### src/rtl/nic_csr_pkg.sv
package nic_csr_pkg;

   // Byte offsets of the four ports inside the I/O window
   localparam logic [4:0] OFS_CSR_DATA = 5'h10;
   localparam logic [4:0] OFS_POINTER  = 5'h12;
   localparam logic [4:0] OFS_SRESET   = 5'h14;
   localparam logic [4:0] OFS_BCR_DATA = 5'h16;

   // CSR0 bit positions (decoded by software, so they are fixed)
   localparam int C0_INIT = 0;
   localparam int C0_STRT = 1;
   localparam int C0_STOP = 2;
   localparam int C0_TDMD = 3;
   localparam int C0_IDON = 8;

   // Fixed register numbers
   localparam int IDX_CTRL   = 0;
   localparam int IDX_ID_LO  = 88;
   localparam int IDX_ID_HI  = 89;
   localparam int IDX_STYLE  = 20;
   localparam int IDX_BUFCFG = 18;
   localparam int BUFCFG_NOUF_BIT = 11;

   localparam logic [11:0] ID_LOW_TAG = 12'h003;
   localparam logic [7:0]  STYLE_32   = 8'd2;

   typedef enum logic [2:0] {
      PORT_NONE,
      PORT_CSR,
      PORT_PTR,
      PORT_RST,
      PORT_BCR
   } port_e;

endpackage

### src/rtl/nic_port_decode.sv
module nic_port_decode
   import nic_csr_pkg::*;
#(
   parameter int ADDR_W = 5
) (
   input  logic [ADDR_W-1:0] addr,
   output port_e             port
);

   localparam int LOW_W = 5;

   generate
      if (ADDR_W < LOW_W) begin : g_bad_width
         $error("nic_port_decode: ADDR_W must cover the highest port offset");
      end
   endgenerate

   logic [LOW_W-1:0] low;
   logic             upper_clear;

   generate
      if (ADDR_W > LOW_W) begin : g_wide
         assign upper_clear = (addr[ADDR_W-1:LOW_W] == '0);
      end else begin : g_exact
         assign upper_clear = 1'b1;
      end
   endgenerate

   assign low = addr[LOW_W-1:0];

   always_comb begin
      port = PORT_NONE;
      if (upper_clear) begin
         unique case (low)
            OFS_CSR_DATA: port = PORT_CSR;
            OFS_POINTER:  port = PORT_PTR;
            OFS_SRESET:   port = PORT_RST;
            OFS_BCR_DATA: port = PORT_BCR;
            default:      port = PORT_NONE;
         endcase
      end
   end

endmodule

### src/rtl/nic_reg_bank.sv
module nic_reg_bank #(
   parameter int          N      = 4,
   parameter int          DW     = 16,
   parameter int          PTR_W  = 8,
   parameter int          IDX  [N] = '{default: 1},
   parameter logic [DW-1:0] RSTV [N] = '{default: '0}
) (
   input  logic                  clk,
   input  logic                  rst_n,
   input  logic                  soft_rst,
   input  logic [PTR_W-1:0]      ptr,
   input  logic                  wr_en,
   input  logic [DW-1:0]         wdata,
   output logic                  hit,
   output logic [DW-1:0]         rdata,
   output logic [N-1:0][DW-1:0]  q
);

   generate
      if (N < 1) begin : g_bad_n
         $error("nic_reg_bank: N must be at least 1");
      end
   endgenerate

   logic [N-1:0] sel;

   for (genvar i = 0; i < N; i++) begin : g_reg
      assign sel[i] = (ptr == PTR_W'(IDX[i]));

      always_ff @(posedge clk or negedge rst_n) begin
         if (!rst_n) begin
            q[i] <= RSTV[i];
         end else if (soft_rst) begin
            q[i] <= RSTV[i];
         end else if (wr_en && sel[i]) begin
            q[i] <= wdata;
         end
      end
   end

   assign hit = |sel;

   always_comb begin
      rdata = '0;
      for (int k = 0; k < N; k++) begin
         if (sel[k]) rdata = rdata | q[k];
      end
   end

endmodule

### src/rtl/nic_ctrl0.sv
module nic_ctrl0
   import nic_csr_pkg::*;
#(
   parameter int DW = 16
) (
   input  logic          clk,
   input  logic          rst_n,
   input  logic          soft_rst,
   input  logic          wr_en,
   input  logic [DW-1:0] wdata,
   input  logic          init_done,
   output logic [DW-1:0] value,
   output logic          init_req,
   output logic          poll_req,
   output logic          running
);

   generate
      if (DW <= C0_IDON) begin : g_bad_dw
         $error("nic_ctrl0: DW too narrow for the status bits");
      end
   endgenerate

   logic stop_q;
   logic idon_q;
   logic pend_q;
   logic run_q;

   logic cmd_stop, cmd_init, cmd_strt, cmd_tdmd, cmd_iack;
   logic run_after;

   assign cmd_stop = wr_en && wdata[C0_STOP];
   assign cmd_init = wr_en && wdata[C0_INIT] && !wdata[C0_STOP];
   assign cmd_strt = wr_en && wdata[C0_STRT] && !wdata[C0_STOP];
   assign cmd_tdmd = wr_en && wdata[C0_TDMD];
   assign cmd_iack = wr_en && wdata[C0_IDON];
   assign run_after = !cmd_stop && (run_q || cmd_strt);

   always_ff @(posedge clk or negedge rst_n) begin
      if (!rst_n) begin
         stop_q   <= 1'b1;
         idon_q   <= 1'b0;
         pend_q   <= 1'b0;
         run_q    <= 1'b0;
         init_req <= 1'b0;
         poll_req <= 1'b0;
      end else if (soft_rst) begin
         stop_q   <= 1'b1;
         idon_q   <= 1'b0;
         pend_q   <= 1'b0;
         run_q    <= 1'b0;
         init_req <= 1'b0;
         poll_req <= 1'b0;
      end else begin
         init_req <= cmd_init;
         poll_req <= cmd_tdmd && run_after;
         // acknowledge first, so a completion in the same cycle wins
         if (cmd_iack) idon_q <= 1'b0;
         if (init_done && pend_q) begin
            idon_q <= 1'b1;
            pend_q <= 1'b0;
         end
         if (cmd_init) pend_q <= 1'b1;
         if (cmd_strt) begin
            run_q  <= 1'b1;
            stop_q <= 1'b0;
         end
         // stop overrides everything else in the same cycle
         if (cmd_stop) begin
            stop_q <= 1'b1;
            run_q  <= 1'b0;
            pend_q <= 1'b0;
            idon_q <= 1'b0;
         end
      end
   end

   always_comb begin
      value          = '0;
      value[C0_STOP] = stop_q;
      value[C0_IDON] = idon_q;
   end

   assign running = run_q;

endmodule

### src/rtl/nic_csr_window.sv
module nic_csr_window
   import nic_csr_pkg::*;
#(
   parameter int          ADDR_W    = 5,
   parameter int          DW        = 16,
   parameter int          PTR_W     = 8,
   parameter logic [15:0] PART_CODE = 16'h2625,
   parameter logic [15:0] BCR18_RST = 16'h9001
) (
   input  logic              clk,
   input  logic              rst_n,
   input  logic [ADDR_W-1:0] io_addr,
   input  logic              io_rd,
   input  logic              io_wr,
   input  logic [DW-1:0]     io_wdata,
   output logic [DW-1:0]     io_rdata,
   input  logic              init_done,
   output logic              init_req,
   output logic [2*DW-1:0]   init_addr,
   output logic              poll_req,
   output logic              running,
   output logic              desc32_mode,
   output logic              no_underflow
);

   localparam int N_CSR = 4;
   localparam int N_BCR = 4;
   localparam int CSR_IDX [N_CSR] = '{1, 2, 4, 80};
   localparam int BCR_IDX [N_BCR] = '{2, 18, 20, 32};
   localparam logic [DW-1:0] CSR_RSTV [N_CSR] = '{default: '0};
   localparam logic [DW-1:0] BCR_RSTV [N_BCR] =
      '{DW'(0), DW'(BCR18_RST), DW'(0), DW'(0)};
   localparam int SLOT_ADDR_LO = 0;
   localparam int SLOT_ADDR_HI = 1;
   localparam int SLOT_BUFCFG  = 1;
   localparam int SLOT_STYLE   = 2;
   localparam logic [31:0] ID_WORD = {4'h0, PART_CODE, ID_LOW_TAG};

   generate
      if (DW != 16) begin : g_bad_dw
         $error("nic_csr_window: data ports are 16 bits wide");
      end
      if (PTR_W < 7 || PTR_W > DW) begin : g_bad_ptr
         $error("nic_csr_window: PTR_W must reach register 89 and fit a data word");
      end
   endgenerate

   port_e port;
   logic  soft_rst;
   logic  csr_wr, bcr_wr, ptr_wr;
   logic  ptr_is_ctrl, ptr_is_id_lo, ptr_is_id_hi;
   logic [PTR_W-1:0] ptr_q;

   logic                    csr_hit, bcr_hit;
   logic [DW-1:0]           csr_bank_rd, bcr_bank_rd, csr_rd, bcr_rd;
   logic [N_CSR-1:0][DW-1:0] csr_q;
   logic [N_BCR-1:0][DW-1:0] bcr_q;
   logic [DW-1:0]           csr0_val;

   nic_port_decode #(.ADDR_W(ADDR_W)) u_dec (
      .addr (io_addr),
      .port (port)
   );

   assign soft_rst = io_rd && (port == PORT_RST);
   assign csr_wr   = io_wr && (port == PORT_CSR);
   assign bcr_wr   = io_wr && (port == PORT_BCR);
   assign ptr_wr   = io_wr && (port == PORT_PTR);

   always_ff @(posedge clk or negedge rst_n) begin
      if (!rst_n) begin
         ptr_q <= '0;
      end else if (soft_rst) begin
         ptr_q <= '0;
      end else if (ptr_wr) begin
         ptr_q <= io_wdata[PTR_W-1:0];
      end
   end

   assign ptr_is_ctrl  = (ptr_q == PTR_W'(IDX_CTRL));
   assign ptr_is_id_lo = (ptr_q == PTR_W'(IDX_ID_LO));
   assign ptr_is_id_hi = (ptr_q == PTR_W'(IDX_ID_HI));

   nic_ctrl0 #(.DW(DW)) u_ctrl (
      .clk       (clk),
      .rst_n     (rst_n),
      .soft_rst  (soft_rst),
      .wr_en     (csr_wr && ptr_is_ctrl),
      .wdata     (io_wdata),
      .init_done (init_done),
      .value     (csr0_val),
      .init_req  (init_req),
      .poll_req  (poll_req),
      .running   (running)
   );

   nic_reg_bank #(
      .N(N_CSR), .DW(DW), .PTR_W(PTR_W), .IDX(CSR_IDX), .RSTV(CSR_RSTV)
   ) u_csr_bank (
      .clk      (clk),
      .rst_n    (rst_n),
      .soft_rst (soft_rst),
      .ptr      (ptr_q),
      .wr_en    (csr_wr),
      .wdata    (io_wdata),
      .hit      (csr_hit),
      .rdata    (csr_bank_rd),
      .q        (csr_q)
   );

   nic_reg_bank #(
      .N(N_BCR), .DW(DW), .PTR_W(PTR_W), .IDX(BCR_IDX), .RSTV(BCR_RSTV)
   ) u_bcr_bank (
      .clk      (clk),
      .rst_n    (rst_n),
      .soft_rst (soft_rst),
      .ptr      (ptr_q),
      .wr_en    (bcr_wr),
      .wdata    (io_wdata),
      .hit      (bcr_hit),
      .rdata    (bcr_bank_rd),
      .q        (bcr_q)
   );

   always_comb begin
      if (ptr_is_ctrl)       csr_rd = csr0_val;
      else if (ptr_is_id_lo) csr_rd = ID_WORD[15:0];
      else if (ptr_is_id_hi) csr_rd = ID_WORD[31:16];
      else if (csr_hit)      csr_rd = csr_bank_rd;
      else                   csr_rd = '0;
   end

   assign bcr_rd = bcr_hit ? bcr_bank_rd : '0;

   always_comb begin
      unique case (port)
         PORT_CSR: io_rdata = csr_rd;
         PORT_BCR: io_rdata = bcr_rd;
         PORT_PTR: io_rdata = DW'(ptr_q);
         default:  io_rdata = '0;
      endcase
   end

   assign init_addr    = {csr_q[SLOT_ADDR_HI], csr_q[SLOT_ADDR_LO]};
   assign desc32_mode  = (bcr_q[SLOT_STYLE][7:0] == STYLE_32);
   assign no_underflow = bcr_q[SLOT_BUFCFG][BUFCFG_NOUF_BIT];

   logic unused_bits;
   assign unused_bits = ^{csr_q[2], csr_q[3], bcr_q[0], bcr_q[3],
                          bcr_q[SLOT_STYLE][DW-1:8]};

endmodule

### config.mk
export PLATFORM = sky130hd
export DESIGN_NAME = nic_csr_window
export DESIGN_NICKNAME = d
export VERILOG_FILES = /design/src/rtl/nic_csr_pkg.sv /design/src/rtl/nic_port_decode.sv /design/src/rtl/nic_reg_bank.sv /design/src/rtl/nic_ctrl0.sv /design/src/rtl/nic_csr_window.sv
export SDC_FILE = /design/constraint.sdc
export NUM_CORES = 1
export LEC_CHECK = 0
export ABC_AREA = 1
export BUFFER_PORTS_ARGS = -buffer_cell sky130_fd_sc_hd__buf_4
export CAP_MARGIN = 40
export CORE_MARGIN = 1
export CORE_UTILIZATION = 45
export CTS_CLUSTER_DIAMETER = 50
export CTS_CLUSTER_SIZE = 30
export DETAILED_ROUTE_END_ITERATION = 8
export PLACE_DENSITY = 0.77
export SLEW_MARGIN = 20
export SYNTH_ARGS = -nofsm -noshare
export SYNTH_HDL_FRONTEND = slang
export SYNTH_SLANG_ARGS = --single-unit
export TNS_END_PERCENT = 10
### constraint.sdc
create_clock -name clk -period 1.4 [get_ports clk]
set_input_delay 0.14 -clock clk [delete_from_list [all_inputs] [get_ports clk]]
set_output_delay 0.14 -clock clk [all_outputs]
set_load 0.005 [all_outputs]
==> summary.txt <==
Timing
  – Fin. Hold Viols: 0
  – Final Slew Violations: 0
  – Final setup fails: about 150
  – Worst setup margin: -0.8407 ns
  – Post-Route Skew: 0.004556 ns
  – Fmax: approximately 450 MHz
  – Unrepaired setup endpoints after global routing: yes
  – Relative slew margins: 63.03%
  – Slew at the pin with the worst max-slew slack: 0.5545 ns
  – Hold_ws: 0.002350 ns
  – Fin crit period: 2.241 ns
  – Fin crit share: 160.0%

Die
  – I/O pins: 79
  – Die W: 130.2 um
  – CORE AREA: around 16000 um2
  – Die Ht: approximately 130 um
  – Die area: 16950 um2
  – Starting Density: 46.39%
  – Row count: 46

Run
  – Max-Cap Viols: 0

Synth
  – Sequential share of the synthesized area: roughly 48%
  – Yosys warns: 0
  – Seq cells post-synth: approximately 140
  – Syn Inst Count: ~890
  – Commonest register cell after synthesis: dfrtp_1
  – Post-Syn Area per Cell: 8.338 um2
  – Synth Cell Area: 7396 um2
  – Number of synthesized flops with an enable pin: 0
  – Syn_nets: 913
  – Top post-synthesis cells by area: dfrtp_1 47%, nand3_1 11%, nand2_1 10%
  – Yosys top cell area share: 46.69%
  – Cell taking the most area after synthesis: dfrtp_1
  – Async SR Flop Fraction: 100.0%
  – Synth cell types: 28

GRT
  – GR Util All Layers: between 20% and 30%
  – Initial antenna violation count: 0
  – Largest net degree at the start of global routing: 48
  – Remaining Overflow, GRT: 0
  – Via count of the first global-routing pass: 6805
  – Global-route wire length before repair: 36430 um

Clock tree
  – Clock root buffer: clkbuf_16
  – Clock Sinks: 142
  – H-tree levels: 4
  – Clock transition at path regs: 0.06 ns
  – CTS tree: built
  – CTS Buf Count: 17
  – Clock Path Buffers: 2
  – Worst-Skew Late Latency: 0.44 ns

Placed design
  – RD Place Congestion: roughly 0.96
  – PortBufs: about 80
  – DP Wirelength: 16040 um

Worst setup path
  – Startpoint types: flip-flop
  – CP endpoint kind: output pin
  – WS Path Type: reg -> out
  – Worst Path Arrival: 2.10 ns
  – FF-to-FF path depth: 9
  – Crit-path max FO: 6
  – WP data required: between 1 and 1.5 ns

Status
  – Failing checks: negative setup slack
  – Status: finished, violations left

Power and ir drop
  – Sw Pwr: 3.635 mW
  – PD cells: 1198 nW/um2
  – Leakage: 5.030 nW
  – Internal power: 8.638 mW
  – Tot Pwr: 12.27 mW
  – Comb pwr share: approximately a fifth
  – Reg power frac: between 40% and 50%
  – Net Sw Frac: 29.62%
  – Clock Power Share: 40.1%
  – Max VDD drop: 0.001026 V

Layout
  – Most common cell after layout, fill and taps aside: nand2_1
  – Layout fillers: around 1200
  – Commonest cells after routing, fill and taps aside: 166 x nand2_1, 150 x buf_4, 133 x dfrtp_1
  – Nets: ~1100
  – Final core utilization: 64.27%
  – Antenna fix cells: 0
  – Area delta synth->final: 38.54%
  – Layout cells sized above 1: 41.13%

Drt
  – Via count: 7132
  – Drt wl/cell: approximately 19 um
  – Routed WL: 24000 um
  – DR iter-0 viols: 834
  – DRC: 0
  – Vias/cell: 5.642
  – Antenna Nets Post-Route: 0
  – DR pass1 iterations: 6

Hold path
  – Hold Crit Depth: 3
  – Hold WC Path Type: in -> reg
## path summary, 6_finish.rpt
| path | from | endpoint | slack, ns |
|---|---|---|---|
| setup / recovery | ptr_q[4] | io_rdata[11] | -0.84 |
| hold / removal | init_done | u_ctrl.idon_q | 0.002 |
| setup reg to reg | ptr_q[3] | u_bcr_bank.q[19] | -0.40 |
| hold reg to reg | u_ctrl.stop_q | u_ctrl.stop_q | 0.46 |
| max in group asynchronous | rst_n | u_csr_bank.q[11] | 0.70 |
| min in group asynchronous | rst_n | u_bcr_bank.q[23] | 0.14 |
## what timing repair did
item,in CTS,in global routing
resized for setup,124,89
gates cloned,2,0
endpoints found under the setup margin,150,151
endpoints found under the hold margin,148,0
buffers inserted,11,5
pin swaps,40,32
hold buffers,11,0
## critical path: stages (launching register included)
cell	delay (ns)
dfrtp_2	0.46
buf_4	0.16
inv_2	0.06
nand2_2	0.07
nor2_4	0.17
nand2_2	0.09
nand3_2	0.10
nand2_4	0.09
clkinvlp_4	0.20
nand2_1	0.09
nand2_1	0.07
buf_4	0.11
## cell type report
class | instances | area, um2 | share of cell area (%)
Sequential cell | 142 | 3565 | 34.79
Multi-Input combinational cell | 623 | 3638 | 35.51
Timing Repair inverter | 1 | 7.507 | 0.07327
Clock buffer | 18 | 429.2 | 4.189
Tap cell | 216 | 270.3 | 2.638
Inverter | 41 | 178.9 | 1.746
Clock inverter | 14 | 206.4 | 2.015
Timing Repair Buffer | 209 | 1951 | 19.04
## per-stage QoR
stage	cells	instance area, um2	worst slack [ns]	TNS (ns)
floorplan	887	7422	-0.01833	-0.1206
global placement	1204	8723	-0.4153	-32.26
detailed placement	1204	8723	-0.4059	-35.10
CTS	1260	9928	-0.7412	-36.51
global route	1264	10250	-0.8954	-53.12
finish	1264	10250	-0.8407	-44.47
## cell usage after synthesis (3+ instances only)
library cell and n:
buf_4 35, o21ai_1 49, clkbuf_1 6, dfstp_2 4, inv_2 9, buf_2 24, nand2_4 3, o21ai_0 69
nor2_8 4, nor2_2 8, nand4_1 22, dfrtp_1 138, nand3_1 163, inv_1 32, nand2_1 204, a21oi_1 5
nor2_4 5, buf_1 4, nand2_2 18, nor2_1 35, o21ai_2 32, buf_6 12
## metal layers
metal  track usage [%]  wire length (um)  up-vias
li1                  -                 -     3262
met1             39.78             10100     3467
met2             44.77             11330      350
met3             6.970              2032       53
met4             9.234               541        0
met5                 0                 0        -
## cells by family after synthesis
| group | after synthesis | share of synthesized area (%) |
|---|---|---|
| buffers and inverters | 122 | 9.592 |
| AO/OA/AOI/OAI | 157 | 12.38 |
| flip-flops | 142 | 48.11 |
| AND/OR/NAND/NOR | 466 | 29.91 |
## state kept, by name, indices dropped and copies added (netlist names)
| name | count |
|---|---|
| ptr_q | 8 |
| u_bcr_bank.q | 64 |
| u_csr_bank.q | 64 |
| u_ctrl.idon_q | 1 |
| u_ctrl.init_req | 1 |
| u_ctrl.pend_q | 1 |
| u_ctrl.poll_req | 1 |
| u_ctrl.running | 1 |
| u_ctrl.stop_q | 1 |
## power groups by stage
stage	clock network (mW)	logic [mW]	registers, mW
2_1_floorplan	0	1.05	4.85
3_3_place_gp	0	1.88	4.91
3_5_place_dp	0	1.92	4.92
4_1_cts	4.94	2.20	4.89
5_1_grt	5.11	2.60	4.97
6_report	4.92	2.42	4.93
No activity file was read; power rests on OpenSTA's default activity.
